`src/rtl/gbg_pkg.sv`:
```
package gbg_pkg;

   typedef enum logic [1:0] {
      CLS_USER_NS = 2'd0,
      CLS_USER_S  = 2'd1,
      CLS_PRIV_S  = 2'd2
   } req_class_e;

   typedef struct packed {
      logic rd;
      logic wr;
   } perm_t;

   // Graded table: each class loses rights at its own thresholds.
   function automatic perm_t perm_lookup(input logic [2:0] code, input req_class_e cls);
      perm_t p;
      p = '0;
      unique case (cls)
         CLS_PRIV_S: begin
            p.rd = (code <= 3'd6);
            p.wr = (code <= 3'd5);
         end
         CLS_USER_S: begin
            p.rd = (code <= 3'd4);
            p.wr = (code <= 3'd2);
         end
         default: begin
            p.rd = (code == 3'd0) || (code == 3'd1) || (code == 3'd3);
            p.wr = (code == 3'd0);
         end
      endcase
      return p;
   endfunction

endpackage

```
`src/rtl/gbg_class_decode.sv`:
```
module gbg_class_decode
   import gbg_pkg::*;
(
   input  logic       priv,
   input  logic       secure,
   output req_class_e cls
);
   always_comb begin
      if (!secure)   cls = CLS_USER_NS;
      else if (priv) cls = CLS_PRIV_S;
      else           cls = CLS_USER_S;
   end
endmodule

```
`src/rtl/gbg_attr_reg.sv`:
```
module gbg_attr_reg #(
   parameter int                     LANES     = 4,
   parameter int                     LANE_W    = 8,
   parameter logic [LANES*LANE_W-1:0] RESET_VAL = '0
) (
   input  logic                    clk,
   input  logic                    rst_n,
   input  logic                    wr_en,
   input  logic [LANES-1:0]        be,
   input  logic [LANES*LANE_W-1:0] wdata,
   output logic [LANES*LANE_W-1:0] q
);
   for (genvar k = 0; k < LANES; k++) begin : g_lane
      always_ff @(posedge clk or negedge rst_n) begin
         if (!rst_n)
            q[k*LANE_W +: LANE_W] <= RESET_VAL[k*LANE_W +: LANE_W];
         else if (wr_en && be[k])
            q[k*LANE_W +: LANE_W] <= wdata[k*LANE_W +: LANE_W];
      end
   end
endmodule

```
`src/rtl/gbg_lane_check.sv`:
```
module gbg_lane_check
   import gbg_pkg::*;
#(
   parameter int CODE_W    = 3,
   parameter bit BYPASS_EN = 1'b1
) (
   input  logic [CODE_W-1:0] code,
   input  logic              bypass,
   input  req_class_e        cls,
   input  logic              is_write,
   input  logic              lane_en,
   output logic              lane_fail
);
   perm_t perm;
   logic  byp_eff;
   logic  granted;

   if (BYPASS_EN) begin : g_byp
      assign byp_eff = bypass;
   end else begin : g_nobyp
      assign byp_eff = 1'b0;
   end

   assign perm      = perm_lookup(code, cls);
   assign granted   = is_write ? perm.wr : perm.rd;
   assign lane_fail = lane_en & ~byp_eff & ~granted;
endmodule

```
`src/rtl/gpio_byte_guard.sv`:
```
module gpio_byte_guard
   import gbg_pkg::*;
#(
   parameter int                      LANES      = 4,
   parameter int                      LANE_W     = 8,
   parameter int                      CODE_W     = 3,
   parameter int                      BYPASS_BIT = 7,
   parameter bit                      BYPASS_EN  = 1'b1,
   parameter logic [LANES*LANE_W-1:0] RESET_ATTR = '0
) (
   input  logic                    clk,
   input  logic                    rst_n,
   input  logic                    req_valid,
   input  logic                    req_write,
   input  logic                    req_sel_ctl,
   input  logic [LANES-1:0]        req_be,
   input  logic [LANES*LANE_W-1:0] req_wdata,
   input  logic                    req_priv,
   input  logic                    req_secure,
   output logic                    rsp_valid,
   output logic                    rsp_err,
   output logic [LANES*LANE_W-1:0] rsp_rdata,
   output logic                    tgt_wr,
   output logic                    tgt_rd,
   output logic [LANES-1:0]        tgt_be,
   output logic [LANES*LANE_W-1:0] tgt_wdata,
   input  logic [LANES*LANE_W-1:0] tgt_rdata
);
   localparam int DATA_W = LANES * LANE_W;

   if (CODE_W != 3) begin : g_bad_code_w
      $error("gpio_byte_guard: CODE_W must be 3 for the graded table");
   end
   if (BYPASS_BIT < CODE_W || BYPASS_BIT >= LANE_W) begin : g_bad_byp_bit
      $error("gpio_byte_guard: BYPASS_BIT must lie above the code field inside a lane");
   end
   if (LANES < 1) begin : g_bad_lanes
      $error("gpio_byte_guard: LANES must be at least 1");
   end

   req_class_e         cls;
   logic [DATA_W-1:0]  attr_q;
   logic [LANES-1:0]   fail_vec;
   logic [DATA_W-1:0]  be_mask;
   logic               data_fail;
   logic               ctl_wr_ok;
   logic               ctl_wr_deny;
   logic               data_go;
   logic               nxt_err;
   logic [DATA_W-1:0]  nxt_rdata;

   gbg_class_decode u_cls (
      .priv   (req_priv),
      .secure (req_secure),
      .cls    (cls)
   );

   assign ctl_wr_ok   = req_valid & req_sel_ctl & req_write & (cls == CLS_PRIV_S);
   assign ctl_wr_deny = req_valid & req_sel_ctl & req_write & (cls != CLS_PRIV_S);

   gbg_attr_reg #(
      .LANES     (LANES),
      .LANE_W    (LANE_W),
      .RESET_VAL (RESET_ATTR)
   ) u_attr (
      .clk   (clk),
      .rst_n (rst_n),
      .wr_en (ctl_wr_ok),
      .be    (req_be),
      .wdata (req_wdata),
      .q     (attr_q)
   );

   for (genvar k = 0; k < LANES; k++) begin : g_lane
      gbg_lane_check #(
         .CODE_W    (CODE_W),
         .BYPASS_EN (BYPASS_EN)
      ) u_chk (
         .code      (attr_q[k*LANE_W +: CODE_W]),
         .bypass    (attr_q[k*LANE_W + BYPASS_BIT]),
         .cls       (cls),
         .is_write  (req_write),
         .lane_en   (req_be[k]),
         .lane_fail (fail_vec[k])
      );
      assign be_mask[k*LANE_W +: LANE_W] = {LANE_W{req_be[k]}};
   end

   assign data_fail = |fail_vec;
   assign data_go   = req_valid & ~req_sel_ctl & ~data_fail;

   assign tgt_wr    = data_go & req_write;
   assign tgt_rd    = data_go & ~req_write;
   assign tgt_be    = req_be;
   assign tgt_wdata = req_wdata;

   always_comb begin
      nxt_err = req_sel_ctl ? ctl_wr_deny : data_fail;
      if (req_write || nxt_err)
         nxt_rdata = '0;
      else if (req_sel_ctl)
         nxt_rdata = attr_q & be_mask;
      else
         nxt_rdata = tgt_rdata & be_mask;
   end

   always_ff @(posedge clk or negedge rst_n) begin
      if (!rst_n) begin
         rsp_valid <= 1'b0;
         rsp_err   <= 1'b0;
         rsp_rdata <= '0;
      end else begin
         rsp_valid <= req_valid;
         rsp_err   <= req_valid & nxt_err;
         rsp_rdata <= req_valid ? nxt_rdata : '0;
      end
   end
endmodule

```
`config.mk`:
```
export PLATFORM = sky130hd
export DESIGN_NAME = gpio_byte_guard
export DESIGN_NICKNAME = d
export VERILOG_FILES = /design/src/rtl/gbg_pkg.sv /design/src/rtl/gbg_class_decode.sv /design/src/rtl/gbg_attr_reg.sv /design/src/rtl/gbg_lane_check.sv /design/src/rtl/gpio_byte_guard.sv
export SDC_FILE = /design/constraint.sdc
export NUM_CORES = 1
export LEC_CHECK = 0
export ABC_AREA = 1
export ABC_CLOCK_PERIOD_IN_PS = 3600
export BUFFER_PORTS_ARGS = -buffer_cell sky130_fd_sc_hd__buf_2
export CAP_MARGIN = 20
export CORE_ASPECT_RATIO = 0.9
export CORE_MARGIN = 8
export CORE_UTILIZATION = 40
export CTS_CLUSTER_SIZE = 25
export DETAILED_ROUTE_END_ITERATION = 8
export PLACE_DENSITY = 0.74
export RECOVER_POWER = 50
export SYNTH_ARGS = -nofsm -noshare
export SYNTH_HDL_FRONTEND = slang
export SYNTH_SLANG_ARGS = --single-unit
```
`constraint.sdc`:
```
create_clock -name clk -period 3.6 [get_ports clk]
set_input_delay 0 -clock clk [delete_from_list [all_inputs] [get_ports clk]]
set_output_delay 0 -clock clk [all_outputs]
set_load 0.02 [all_outputs]
```
; ---- Word level (Yosys, flattened, before mapping)
; Index checks and enable logic that the tools add are counted.
[classes]
bitwise_logic = 30
n_eq_ne = 11
mux = 14
order_cmp = 16
n_reduce_logical = 18
[op_table]
columns = cell, n
row1 = 2-to-1 mux 32 bit, 3
row2 = AND 32 bit, 2
row3 = "<= comparator 3 bit, second input constant", 12
row4 = AND 1 bit, 17
row5 = one-hot mux 2 bit (2 select lines), 4
row6 = "equality test 3 x 1 -> 1 bit, second input constant", 4
row7 = "equality test 3 x 2 -> 1 bit, second input constant", 4
row8 = "<= comparator 3 x 2 -> 1 bit, second input constant", 4
row9 = logical NOT 3 bit, 4
row10 = inverter 1 bit, 11
row11 = logical OR 1 bit, 9
row12 = 2-to-1 mux 1 bit, 5
row13 = logical AND 1 bit, 4
row14 = 2-to-1 mux 2 bit, 2
row15 = OR reduction 4 bit, 1
row16 = "equality test 2 x 1 -> 1 bit, second input constant", 1
row17 = "equality test 2 bit, second input constant", 1
row18 = "inequality test 2 bit, second input constant", 1
[word_totals]
reg_bits = 66
output_inout_bits = 72

; ---- Logic depth before layout (Yosys ltp)
; Gate-level depths: netlist of the first run.
[logic_depth]
depth_word = 12
depth_mapped = 15
depth_no_buf = 13

; ---- Modules after synthesis
; Synthesis of the first run repeated with hierarchy kept, for this count alone.
[unflattened]
cells_unflattened = 508
area_unflattened_um2 = 3757.4
[modules_own_cells]
columns = module, seq_area_each_um2, n_inst, cells_each, area_each_um2
row1 = gpio_byte_guard, 850.8, 1, 260, 1928.1
row2 = gbg_attr_reg, 800.8, 1, 140, 1291.2
row3 = gbg_lane_check, 0.0, 4, 26, 130.1
row4 = gbg_class_decode, 0.0, 1, 4, 17.5

; ---- Worst setup path after synthesis of the first run
; Ideal clock, no wire load.
[synth_timing]
path_kind = register to register
start = reg u_attr.q[0]
end = reg rsp_rdata[21]
setup_slack_ns = 2.252
arrival_ns = 1.227
n_path_buf = 1
setup_time_ns = 0.121
path_stages_with_launch = 10
period_less_slack_ns = 1.348
required_ns = 3.479
cell_sequence = dfrtp_1 o21ai_0 or2_2 nand2_1 nand2_1 nand3_2 nand2_2 nand3_4 buf_6 nor2_1
[synth_between]
elab_chain_cells = 12
elab_cells_between_ends = 18
cone_classes = order compare: 4 / eq/ne: 2 / mux: 5 / bitwise: 2 / reduce/logical: 5
[synth_lines]
columns = item, line
row1 = from (decl), gbg_attr_reg.sv:11  ; output logic [LANES*LANE_W-1:0] q
row2 = "from (signal, indexed assignment)", gbg_attr_reg.sv:16  ; q[k*LANE_W +: LANE_W] <= RESET_VAL[k*LANE_W +: LANE_W];
row3 = "from (signal, indexed assignment)", gbg_attr_reg.sv:18  ; q[k*LANE_W +: LANE_W] <= wdata[k*LANE_W +: LANE_W];
row4 = "parallel branches: the longest is 3 deep, another holds <= comparator 3 bit", --
row5 = one-hot mux 2 bit (2 select lines) (*), gbg_pkg.sv:18  ; unique case (cls)
row6 = 2-to-1 mux 1 bit (*), gbg_lane_check.sv:25  ; assign granted = is_write ? perm.wr : perm.rd;
row7 = inverter 1 bit (*), gbg_lane_check.sv:26  ; assign lane_fail = lane_en & ~byp_eff & ~granted;
row8 = AND 1 bit (*), gbg_lane_check.sv:26
row9 = OR reduction 4 bit (*), gpio_byte_guard.sv:89  ; assign data_fail = |fail_vec;
row10 = 2-to-1 mux 1 bit (*), gpio_byte_guard.sv:98  ; nxt_err = req_sel_ctl ? ctl_wr_deny : data_fail;
row11 = logical OR 1 bit (*), gpio_byte_guard.sv:99  ; if (req_write || nxt_err)
row12 = 2-to-1 mux 32 bit (*), gpio_byte_guard.sv:99
row13 = 2-to-1 mux 32 bit (*), gpio_byte_guard.sv:115  ; rsp_rdata <= req_valid ? nxt_rdata : '0;
row14 = to (signal assigned), gpio_byte_guard.sv:115
row15 = to (decl), gpio_byte_guard.sv:22  ; output logic [LANES*LANE_W-1:0] rsp_rdata,
; Every way passes the cells marked *.
; A chain may end at the register's enable or synchronous reset.

==> flow_summary_export.csv, run 1 <==
group,metric,value,unit
die,rows,31,
timing,fin_crit_sh,59.1,%
worst_setup_path,required,4090,ps
timing,hold_viol,0,
power_and_ir_drop,peakVddDrop,0.160,mV
power_and_ir_drop,leakage,2.20,nW
layout,nets,613,
detailed_routing,dr.pass1.iters,4,
synth,yosys.area.top_type,"dfrtp_1",
synth,synth_top_family_by_area,"simple AND/OR/NAND/NOR gates",
detailed_routing,wl,9680,µm
synth,synth_xor_area_share,0,%
timing,finalSetupViolations,0,
detailed_routing,drt_iter0_drc,153,
clock_tree,clockRootBuffer,"clkbuf_8",
synth,synthAdderAreaFrac,0,%
grt,grt_pass1_vias,3260,
timing,fin_crit,2130,ps
clock_tree,cts_buffer_depth,2,
worst_setup_path,start_kind,"input pin",
layout,area_growth,33.6,%
grt,use_met1,19.4,%
worst_setup_path,path_cells,"dlygate4sd3_1 -> clkbuf_1 -> buf_4",
synth,netlist.area_leader.share,49.6,%
worst_hold_path,hold_depth,5,
clock_tree,clock_latency,340,ps
synth,ys_warn_count,0,
clock_tree,cts_resized,0,
synth,synthDistinctLibCells,23,
grt,antenna_found_initial,0,
die,die_w,112,µm
grt,overflow,0,
worst_setup_path,worst_setup_path_end_kind,"asynchronous set/reset pin",
synth,synth_compound_area_share,9.25,%
detailed_routing,via_count,3027,
die,initial_core_util,41.3,%
job,cap_viol_max_count,1,
placed_design,place_congestion,0.822,
synth,syn_inst,380,
synth,synth-simple-area-share,20.7,%
die,pin_count,147,
outcome,violations,"capacitance limit, slew limit",
worst_setup_path,critical_path.max_stage_delay,1540,ps
timing,relSlewSlack,-43.9,%
die,die_h,103,µm
worst_setup_path,reg2reg_depth,11,
grt,grt_max_degree,47,
grt,busiest_layer,"met2",
synth,yosys-top-cells-area,"dfrtp_1 (50%), nor2_1 (9.9%), buf_4 (8.6%), mux2_2 (5.1%), nand2_1 (4.8%)",
timing,timing.fmax,470,MHz
grt,grt_usage,17.3,%
layout,drive_gt1_share,22.9,%
layout,final_cell_mix,"nor2_1 (88), buf_2 (74), clkbuf_1 (73), dfrtp_1 (66), dlygate4sd3_1 (49)",
clock_tree,cts.clk_slew.worst_paths,60,ps
outcome,status,"finished, violations left",
detailed_routing,routed_via_density,4.72,
grt,grt_pass1_wl,15700,µm
synth,avgSynthCellArea,8.76,µm²
layout,n_antenna_cell,0,
layout,layout_commonest_cell,"nor2_1",
die,die_area,11500,µm²
timing,whs,13.0,ps
synth,synth_fp_nets,455,
detailed_routing,wl_per_cell,15.1,µm
clock_tree,cts_made_buffers,9,
placed_design,hpwl,6930,µm
worst_setup_path,path_max_fanout,41,
power_and_ir_drop,power.density,426,nW/µm²
timing,drv_slew,42,
synth,ys_seq_area_share,49.6,%
detailed_routing,drc,0,
synth,yosys-mux-area-fraction,6.43,%
clock_tree,htree_levels,3,
worst_setup_path,path_class,"in2async",
synth,netlist_area,3330,µm²
clock_tree,cts_tree,"yes",
clock_tree,clock-sinks,66,
timing,clock_skew,9.74,ps
timing,worst_pin_slew,2160,ps
grt,met3_usage,4.63,%
synth,ys_ff_latch,66,
timing,rsz0062_at_grt,"false",
placed_design,port_buffers,146,
grt,met2_usage,29.7,%
timing,tns,0,ps
worst_hold_path,min_path_type,"in2reg",
worst_setup_path,crit_arrival,2620,ps
worst_setup_path,slowest_stage,"clkbuf_1",
die,core_region_area,8070,µm²
detailed_routing,ant_nets,0,
[report_power, final]
group	internal (mW)	switching, mW
combinational	0.162	0.231
sequential	0.820	0.0425
clock	0.372	0.268
[through the flow]
| step | util, % | area (µm²) | total power [mW] | worst slack [ps] | instances |
|---|---|---|---|---|---|
| after floorplan | - | 3330 | 1.12 | 2250 | 380 |
| after global placement | 47.6 | 3840 | 1.22 | 1590 | 577 |
| after detailed placement | 47.6 | 3840 | 1.23 | 1510 | 577 |
| after CTS | 56.2 | 4540 | 1.92 | 1790 | 641 |
| after global routing | 55.1 | 4450 | 2.00 | 1010 | 641 |
| final | 55.1 | 4450 | 1.89 | 1470 | 641 |
[cells in the mapped netlist (all sizes together)]
| master | instances |
|---|---|
| clkinv | 1 |
| o211ai | 9 |
| nor2 | 95 |
| buf | 44 |
| mux2 | 19 |
| o21ai | 28 |
| dfrtp | 66 |
| or2 | 1 |
| clkbuf | 6 |
| nand2 | 45 |
| nand3 | 17 |
| inv | 28 |
| nor3 | 1 |
| a21oi | 20 |
[flip-flops by register name, indices dropped and copies added, names as in the netlist]
name       cells
u_attr.q      32
rsp_rdata     32
rsp_valid      1
rsp_err        1
[final cells by class]
type / count / area [µm²]
Clock inverter: 2 / 35.0
Multi-Input combinational cell: 235 / 1210
Timing Repair Buffer: 197 / 1150
Sequential cell: 66 / 1650
Fill cell: 729 / 3620
Clock buffer: 13 / 169
Tap cell: 99 / 124
Inverter: 29 / 110
[cells by family (layout without fill, tap and decap cells)]
| family | after synthesis | after routing |
|---|---|---|
| AO/OA/AOI/OAI | 57 | 57 |
| AND/OR/NAND/NOR | 159 | 159 |
| multiplexers | 19 | 19 |
| buffers and inverters | 79 | 241 |
| flip-flops | 66 | 66 |
[timing repair]
action                                 in CTS  in global routing
buffers inserted                            0                  0
endpoints found under the hold margin      88                  0
hold buffers                               49                  0
[metal layers]
| layer | routed length, µm | vias to the layer above |
|---|---|---|
| li1 | - | 1489 |
| met1 | 4020 | 1414 |
| met2 | 4780 | 101 |
| met3 | 583 | 23 |
| met4 | 298 | 0 |
| met5 | 0 | - |
[final timing paths]
path,from,to,slack [ps]
worst max-delay path,rst_n,rsp_rdata[9]$_DFF_PN0_,1470
worst min-delay path,tgt_rdata[14],rsp_rdata[14]$_DFF_PN0_,10
worst max register to register,u_attr.q[16]$_DFFE_PN0P_,rsp_rdata[31]$_DFF_PN0_,1810
worst min register to register,u_attr.q[28]$_DFFE_PN0P_,u_attr.q[28]$_DFFE_PN0P_,490
max in group clk,req_valid,u_attr.q[29]$_DFFE_PN0P_,1760
min in group asynchronous,rst_n,u_attr.q[28]$_DFFE_PN0P_,830
[worst max-delay path, delay by kind of cell]
kind	cells	cell delay (ps)
buf+inv	3	2610
No activity file was read; power rests on OpenSTA's default activity.
==> run 2, diff against run 1 <==
Settings changed: ABC_AREA 1 to 0, ABC_CLOCK_PERIOD_IN_PS 3600 to 1860, PLACE_DENSITY 0.74 to 0.77.
Clock period 3.6 ns to 1.86 ns, I/O delays scaled along.
==> run 2 against run 1 <==
The run ends with setup timing left. Non-clock buffer count rose by 34. Register-to-register slack got worse by 1800 ps. Worst hold slack improved by 33 ps. Clock power rose by 98%. Clock-buffer cell count fell by 2. Critical endpoint is now tgt_rd.
==> flow_summary_export.csv, run 2 <==
group,metric,value,unit
timing,finalSetupViolations,1,
die,rows,31,
synth,yosys-mux-area-fraction,11.7,%
synth,yosysMostFrequentCell,"dfrtp_1",
worst_setup_path,required,1860,ps
synth,netlist.area_leader.share,50.4,%
placed_design,placed_area,3910,µm²
timing,relSlewSlack,38.5,%
synth,netlist_area,3270,µm²
layout,area_growth,48.4,%
power_and_ir_drop,peakVddDrop,0.590,mV
worst_setup_path,critical_path.max_stage_delay,360,ps
timing,fin_crit_sh,101,%
grt,grt_max_degree,67,
layout,fin_area,4860,µm²
detailed_routing,dr.pass1.iters,4,
job,cap_viol_max_count,0,
synth,avgSynthCellArea,10.8,µm²
power_and_ir_drop,power.density,817,nW/µm²
die,die_area,11300,µm²
clock_tree,cts_buffer_depth,2,
timing,rsz0062_at_grt,"true",
die,die_h,102,µm
clock_tree,cts_tree,"yes",
synth,synth_common_cells,"dfrtp_1 (66), nand2_1 (42), buf_4 (39)",
timing,drv_slew,0,
detailed_routing,wl,10900,µm
placed_design,port_buffers,146,
synth,synth-edff-count,0,
clock_tree,htree_levels,3,
grt,grt_pass1_wl,17400,µm
worst_setup_path,cp_top_family,"flip-flops",
worst_setup_path,path_class,"reg2out",
clock_tree,clock_latency,340,ps
timing,timing.fmax,532,MHz
die,core_region_area,7990,µm²
synth,synthAdderAreaFrac,0,%
layout,nets,571,
clock_tree,clock-sinks,66,
worst_setup_path,worst-path-buf-inv,1,
timing,worst_pin_slew,922,ps
timing,hold_viol,0,
layout,seq_area,1650,µm²
layout,fill_cells,678,
timing,fin_crit,1880,ps
worst_setup_path,slowest_stage,"dfrtp_1",
timing,clock_skew,7.91,ps
worst_setup_path,crit_arrival,1880,ps
grt,grt_usage,19.4,%
worst_setup_path,worst_setup_path_end_kind,"primary output",
die,pin_count,147,
synth,synth_compound_area_share,10.8,%
outcome,status,"finished, violations left",
power_and_ir_drop,leakage,2.35,nW
power_and_ir_drop,power.total,3.97,mW
synth,synth_xor_area_share,0,%
synth,synth-simple-area-share,15.9,%
layout,top_regs,"rsp_rdata: 32 flops, u_attr.q: 32 flops",
worst_setup_path,path_max_fanout,3,
synth,yosys.area.top_type,"dfrtp_1",
synth,ys_ff_latch,66,
synth,yosys-top-cells-area,"dfrtp_1 (50%), mux2_2 (12%), buf_4 (8.9%), nand4_1 (6.1%), a21oi_1 (5.0%)",
clock_tree,clockRootBuffer,"clkbuf_8",
layout,multiInputGateArea,1310,µm²
synth,ys_warn_count,0,
layout,layout_commonest_cell,"buf_2",
layout,drive_gt1_share,42.9,%
outcome,violations,"setup timing",
die,initial_core_util,41.0,%
synth,syn_inst,304,
layout,post-route-util,60.8,%
synth,synth-main-ff-cell,"dfrtp_1",
detailed_routing,wl_per_cell,18.1,µm
synth,synth_fp_nets,379,
detailed_routing,routed_via_density,5.23,
worst_setup_path,path_cells,"mux2_2 -> o21ai_2 -> o31a_2 -> nand3_4 -> nor4b_2 -> buf_4",
grt,grt_pass1_vias,3489,
synth,async_flop_share,100,%
synth,synthDistinctLibCells,36,
worst_setup_path,start_kind,"flop",
clock_tree,cts_made_buffers,9,
layout,final_cell_mix,"buf_2 (123), dlygate4sd3_1 (66), dfrtp_1 (64), nand2_1 (42), mux2_2 (34)",
placed_design,hpwl,7060,µm
worst_hold_path,min_path_type,"in2reg",
synth,synth_top_family_by_area,"simple AND/OR/NAND/NOR gates",
die,die_w,111,µm
placed_design,place_congestion,0.799,
grt,overflow,0,
detailed_routing,drt_iter0_drc,138,
detailed_routing,ant_nets,0,
grt,antenna_found_initial,2,
detailed_routing,via_count,3151,
clock_tree,cts.clk_slew.worst_paths,80,ps
timing,worst_slack,-19.0,ps
synth,ys_seq_area_share,50.4,%
detailed_routing,drc,0,
run 2: cell count changes in the layout (fill, tap and decap cells not counted), sizes merged, moves of 16 or more:
cell         before  now
nand3            17    1
nor2             95    1
clkbuf           85   33
inv              28    4
buf              76  143
nand4             0   36
dlygate4sd3      49   66
o21ai            28    3
run 2: worst paths after layout:
kind	start	end	slack (ps)	depth (start not counted)
setup / recovery	u_attr.q[0]$_DFFE_PN0P_	tgt_rd	-20	6
hold / removal	req_sel_ctl	rsp_rdata[22]$_DFF_PN0_	50	3
setup reg to reg	u_attr.q[25]$_DFFE_PN0P_	rsp_rdata[14]$_DFF_PN0_	50	5
hold reg to reg	u_attr.q[6]$_DFFE_PN0P_	u_attr.q[6]$_DFFE_PN0P_	510	1
max in group asynchronous	rst_n	u_attr.q[16]$_DFFE_PN0P_	790	3
min in group asynchronous	rst_n	rsp_err$_DFF_PN0_	410	3
run 2: cells by family after synthesis:
family          after synthesis
compound gates               56
mux                          34
flops                        66
buf+inv                      54
simple gates                 94
run 2: report_power, final:
part           total (mW)  switching, mW  leakage (nW)  internal (mW)
Sequential           1.71          0.115         0.874           1.60
Clock                1.27          0.575         0.102          0.696
Combinational       0.989          0.501          1.37          0.488
run 2: metrics by stage:
stage | instances | hold slack [ps] | TNS [ps] | setup slack (ps)
finish | 602 | 45.7 | -19.0 | -19.0
global route | 602 | 51.9 | -1010 | -117
CTS | 600 | 21.5 | -30.8 | -30.8
detailed placement | 511 | 48.1 | 0 | 98.4
global placement | 511 | 44.1 | 0 | 150
floorplan | 304 | -296 | 0 | 1.71
run 2: timing repair:
| action | in CTS | in global routing |
|---|---|---|
| pin swaps | 11 | 1 |
| hold buffers | 66 | 0 |
| endpoints found under the setup margin | 2 | 28 |
| gates resized for setup | 11 | 4 |
| setup buffers | 7 | 0 |
| endpoints found under the hold margin | 132 | 0 |
run 2: layout make-up:
| type | count | area share (%) |
|---|---|---|
| inverter | 4 | 0.309 |
| clock inverter | 5 | 1.29 |
| multi-input combinational | 184 | 26.9 |
| timing repair buffer | 231 | 31.7 |
| tap | 99 | 2.55 |
| sequential | 66 | 34.0 |
| clock buffer | 11 | 3.12 |
| antenna | 2 | 0.103 |
run 2: tightest hold or removal path, stage by stage:
cell,delay (ps)
buf_2,200
nand2_1,90
a21oi_1,60
run 2: per-layer routing:
| layer | global-route usage [%] | share of wire, % |
|---|---|---|
| met2 | 33.2 | 51 |
| met5 | 0 | 0 |
| met4 | 10.4 | 3.1 |
| met1 | 21.3 | 39 |
| met3 | 6.10 | 6.7 |
==> run 3, diff against run 2 <==
Settings changed: PLACE_DENSITY 0.77 to 0.75, SYNTH_HIERARCHICAL set to 1.
==> run 3 against run 2 <==
The flow now finishes without violations. Non-clock buffer count decreased by 32. Global-route usage shrank 4.1 points. Worst hold slack got worse by 11 ps. Power fell by 4.5%. Flip-flop and latch count is the same. Clock power decreased by 10%. Combinational power shrank 4.2%. Core utilization fell by 7.7 points. Die area grew 12%. Area after synthesis is 14% higher. Critical endpoint unchanged.
==> flow_summary_export.csv, run 3 <==
group,metric,value,unit
placed_design,port_buffers,146,
timing,timing.fmax,547,MHz
timing,relSlewSlack,45.9,%
detailed_routing,routed_via_density,4.76,
synth,yosys-top-cells-area,"dfrtp_1 (44%), mux2_2 (11%), buf_4 (7.8%), mux2_1 (5.4%), mux2_4 (4.4%)",
die,rows,33,
timing,fin_crit,1830,ps
detailed_routing,via_count,2904,
synth,syn_inst,324,
detailed_routing,wl_per_cell,16.1,µm
die,pin_count,147,
placed_design,hpwl,7280,µm
timing,drv_slew,0,
clock_tree,htree_levels,3,
die,core_region_area,9080,µm²
worst_setup_path,crit_arrival,1830,ps
clock_tree,clock-sinks,66,
clock_tree,clock_latency,340,ps
clock_tree,clockRootBuffer,"clkbuf_8",
placed_design,place_ws,-250,ps
grt,grt_pass1_vias,3145,
clock_tree,cts.clk_slew.worst_paths,70,ps
grt,grt_max_degree,39,
synth,synth-main-ff-cell,"dfrtp_1",
die,die_w,118,µm
synth,async_flop_share,100,%
layout,nets,567,
timing,whs,34.7,ps
detailed_routing,wl,9810,µm
grt,grt_pass1_wl,15500,µm
synth,ys_ff_latch,66,
grt,antenna_found_initial,0,
worst_setup_path,cp_top_family,"compound AO/OA/AOI/OAI gates",
power_and_ir_drop,peakVddDrop,0.340,mV
synth,netlist.area_leader.share,44.2,%
die,die_h,108,µm
layout,final_cell_mix,"buf_2 (73), clkbuf_1 (71), dfrtp_1 (61), mux2_2 (35), dlygate4sd3_1 (34)",
worst_setup_path,start_kind,"flop",
worst_setup_path,worst_setup_path_end_kind,"primary output",
power_and_ir_drop,leakage,2.30,nW
clock_tree,cts_tree,"yes",
layout,fin_area,4820,µm²
layout,n_antenna_cell,0,
clock_tree,cts_buffer_depth,2,
power_and_ir_drop,power.density,786,nW/µm²
timing,fin_crit_sh,98.2,%
timing,clock_skew,7.22,ps
detailed_routing,drt_iter0_drc,77,
worst_setup_path,required,1860,ps
layout,area_growth,29.0,%
grt,grt_usage,15.2,%
worst_setup_path,critical_path.max_stage_delay,440,ps
layout,drive_gt1_share,38.1,%
synth,ys_seq_area_share,44.2,%
synth,netlist_area,3740,µm²
die,initial_core_util,41.2,%
clock_tree,cts_made_buffers,9,
worst_setup_path,worst-path-buf-inv,1,
placed_design,place_congestion,0.774,
timing,hold_viol,0,
timing,worst_slack,33.1,ps
worst_setup_path,path_cells,"a2bb2oi_2 -> a311oi_1 -> a21o_1 -> nor3_2 -> nand2_2 -> nor3b_2 -> buf_4",
timing,worst_pin_slew,811,ps
detailed_routing,drc,0,
timing,finalSetupViolations,0,
placed_design,placed_area,4300,µm²
layout,layout_commonest_cell,"buf_2",
synth,synth_common_cells,"dfrtp_1 (66), buf_4 (39), mux2_2 (35)",
detailed_routing,ant_nets,0,
synth,yosysMostFrequentCell,"dfrtp_1",
worst_setup_path,slowest_stage,"dfrtp_1",
worst_hold_path,min_path_type,"in2reg",
synth,synth-edff-count,0,
die,die_area,12700,µm²
grt,overflow,0,
worst_setup_path,path_class,"reg2out",
synth,avgSynthCellArea,11.5,µm²
synth,ys_warn_count,6,
timing,rsz0062_at_grt,"true",
synth,synthDistinctLibCells,32,
detailed_routing,dr.pass1.iters,4,
job,cap_viol_max_count,0,
worst_setup_path,path_max_fanout,6,
synth,yosys.area.top_type,"dfrtp_1",
synth,synth_fp_nets,407,
outcome,status,"completed",
power_and_ir_drop,power.total,3.79,mW
layout,top_regs,"rsp_rdata: 32 flops, u_attr/q: 32 flops",
[run 3: kinds of logic (layout without fill, tap and decap cells)]
group                      after synthesis  after routing  share of synthesized area (%)
adders and majority gates                8              8                           2.68
muxes                                   64             64                           20.4
AOI/OAI and AO/OA                       65             65                           10.7
and+or+nand+nor                         63             63                           9.13
DFF                                     66             66                           44.2
buffers and inverters                   58            222                           12.9
[run 3: per-layer routing]
layer  vias to the layer above  wire length, µm  global-route usage (%)
met1                      1397             4310                    17.5
met3                        12              552                    4.51
li1                       1408                -                       -
met2                        87             4820                    26.7
met5                         -                0                       0
met4                         0              125                    5.11
[run 3: path summary, 6_finish.rpt]
| kind | endpoint | cells past startpoint | slack, ps | from |
|---|---|---|---|---|
| max | tgt_rd | 7 | 30 | u_attr/q[0]$_DFFE_PN0P_ |
| min | rsp_rdata[26]$_DFF_PN0_ | 4 | 30 | tgt_rdata[26] |
| max reg2reg | rsp_rdata[5]$_DFF_PN0_ | 8 | 110 | u_attr/q[0]$_DFFE_PN0P_ |
| min reg2reg | u_attr/q[12]$_DFFE_PN0P_ | 1 | 510 | u_attr/q[12]$_DFFE_PN0P_ |
| max in group asynchronous | u_attr/q[9]$_DFFE_PN0P_ | 3 | 270 | rst_n |
| min in group asynchronous | rsp_rdata[21]$_DFF_PN0_ | 2 | 270 | rst_n |
[run 3: final cells by class]
type,count,area [µm²]
Inverter,8,30.0
Clock buffer,13,179
Fill cell,873,4260
Clock inverter,2,10.0
Multi-Input combinational cell,200,1650
Sequential cell,66,1660
Timing Repair Buffer,199,1140
Tap cell,122,153
[run 3: where the power goes]
group	switching, mW	leakage (nW)	internal, mW
Clock	0.520	0.101	0.618
Sequential	0.129	0.879	1.58
Combinational	0.451	1.32	0.496
[run 3: metrics by stage]
stage	instances	utilization, %	setup TNS (ps)
2_1_floorplan	324	-	0
3_3_place_gp	555	47.3	-3560
3_5_place_dp	555	47.3	-7060
4_1_cts	610	53.9	0
5_1_grt	610	53.1	-266
6_report	610	53.1	0
[run 3: worst register-to-register path: cells and delay by family (launching register included)]
family	cells	cell delay [ps]
flops	1	440
buf+inv	2	330
compound gates	4	600
simple gates	2	290
[run 3: what timing repair did]
item	4_1_cts	5_1_grt
setup endpoints to repair	2	9
setup buffers	6	0
gates resized for setup	13	10
hold buffers	34	0
pin swaps	5	3
hold endpoints to repair	61	0
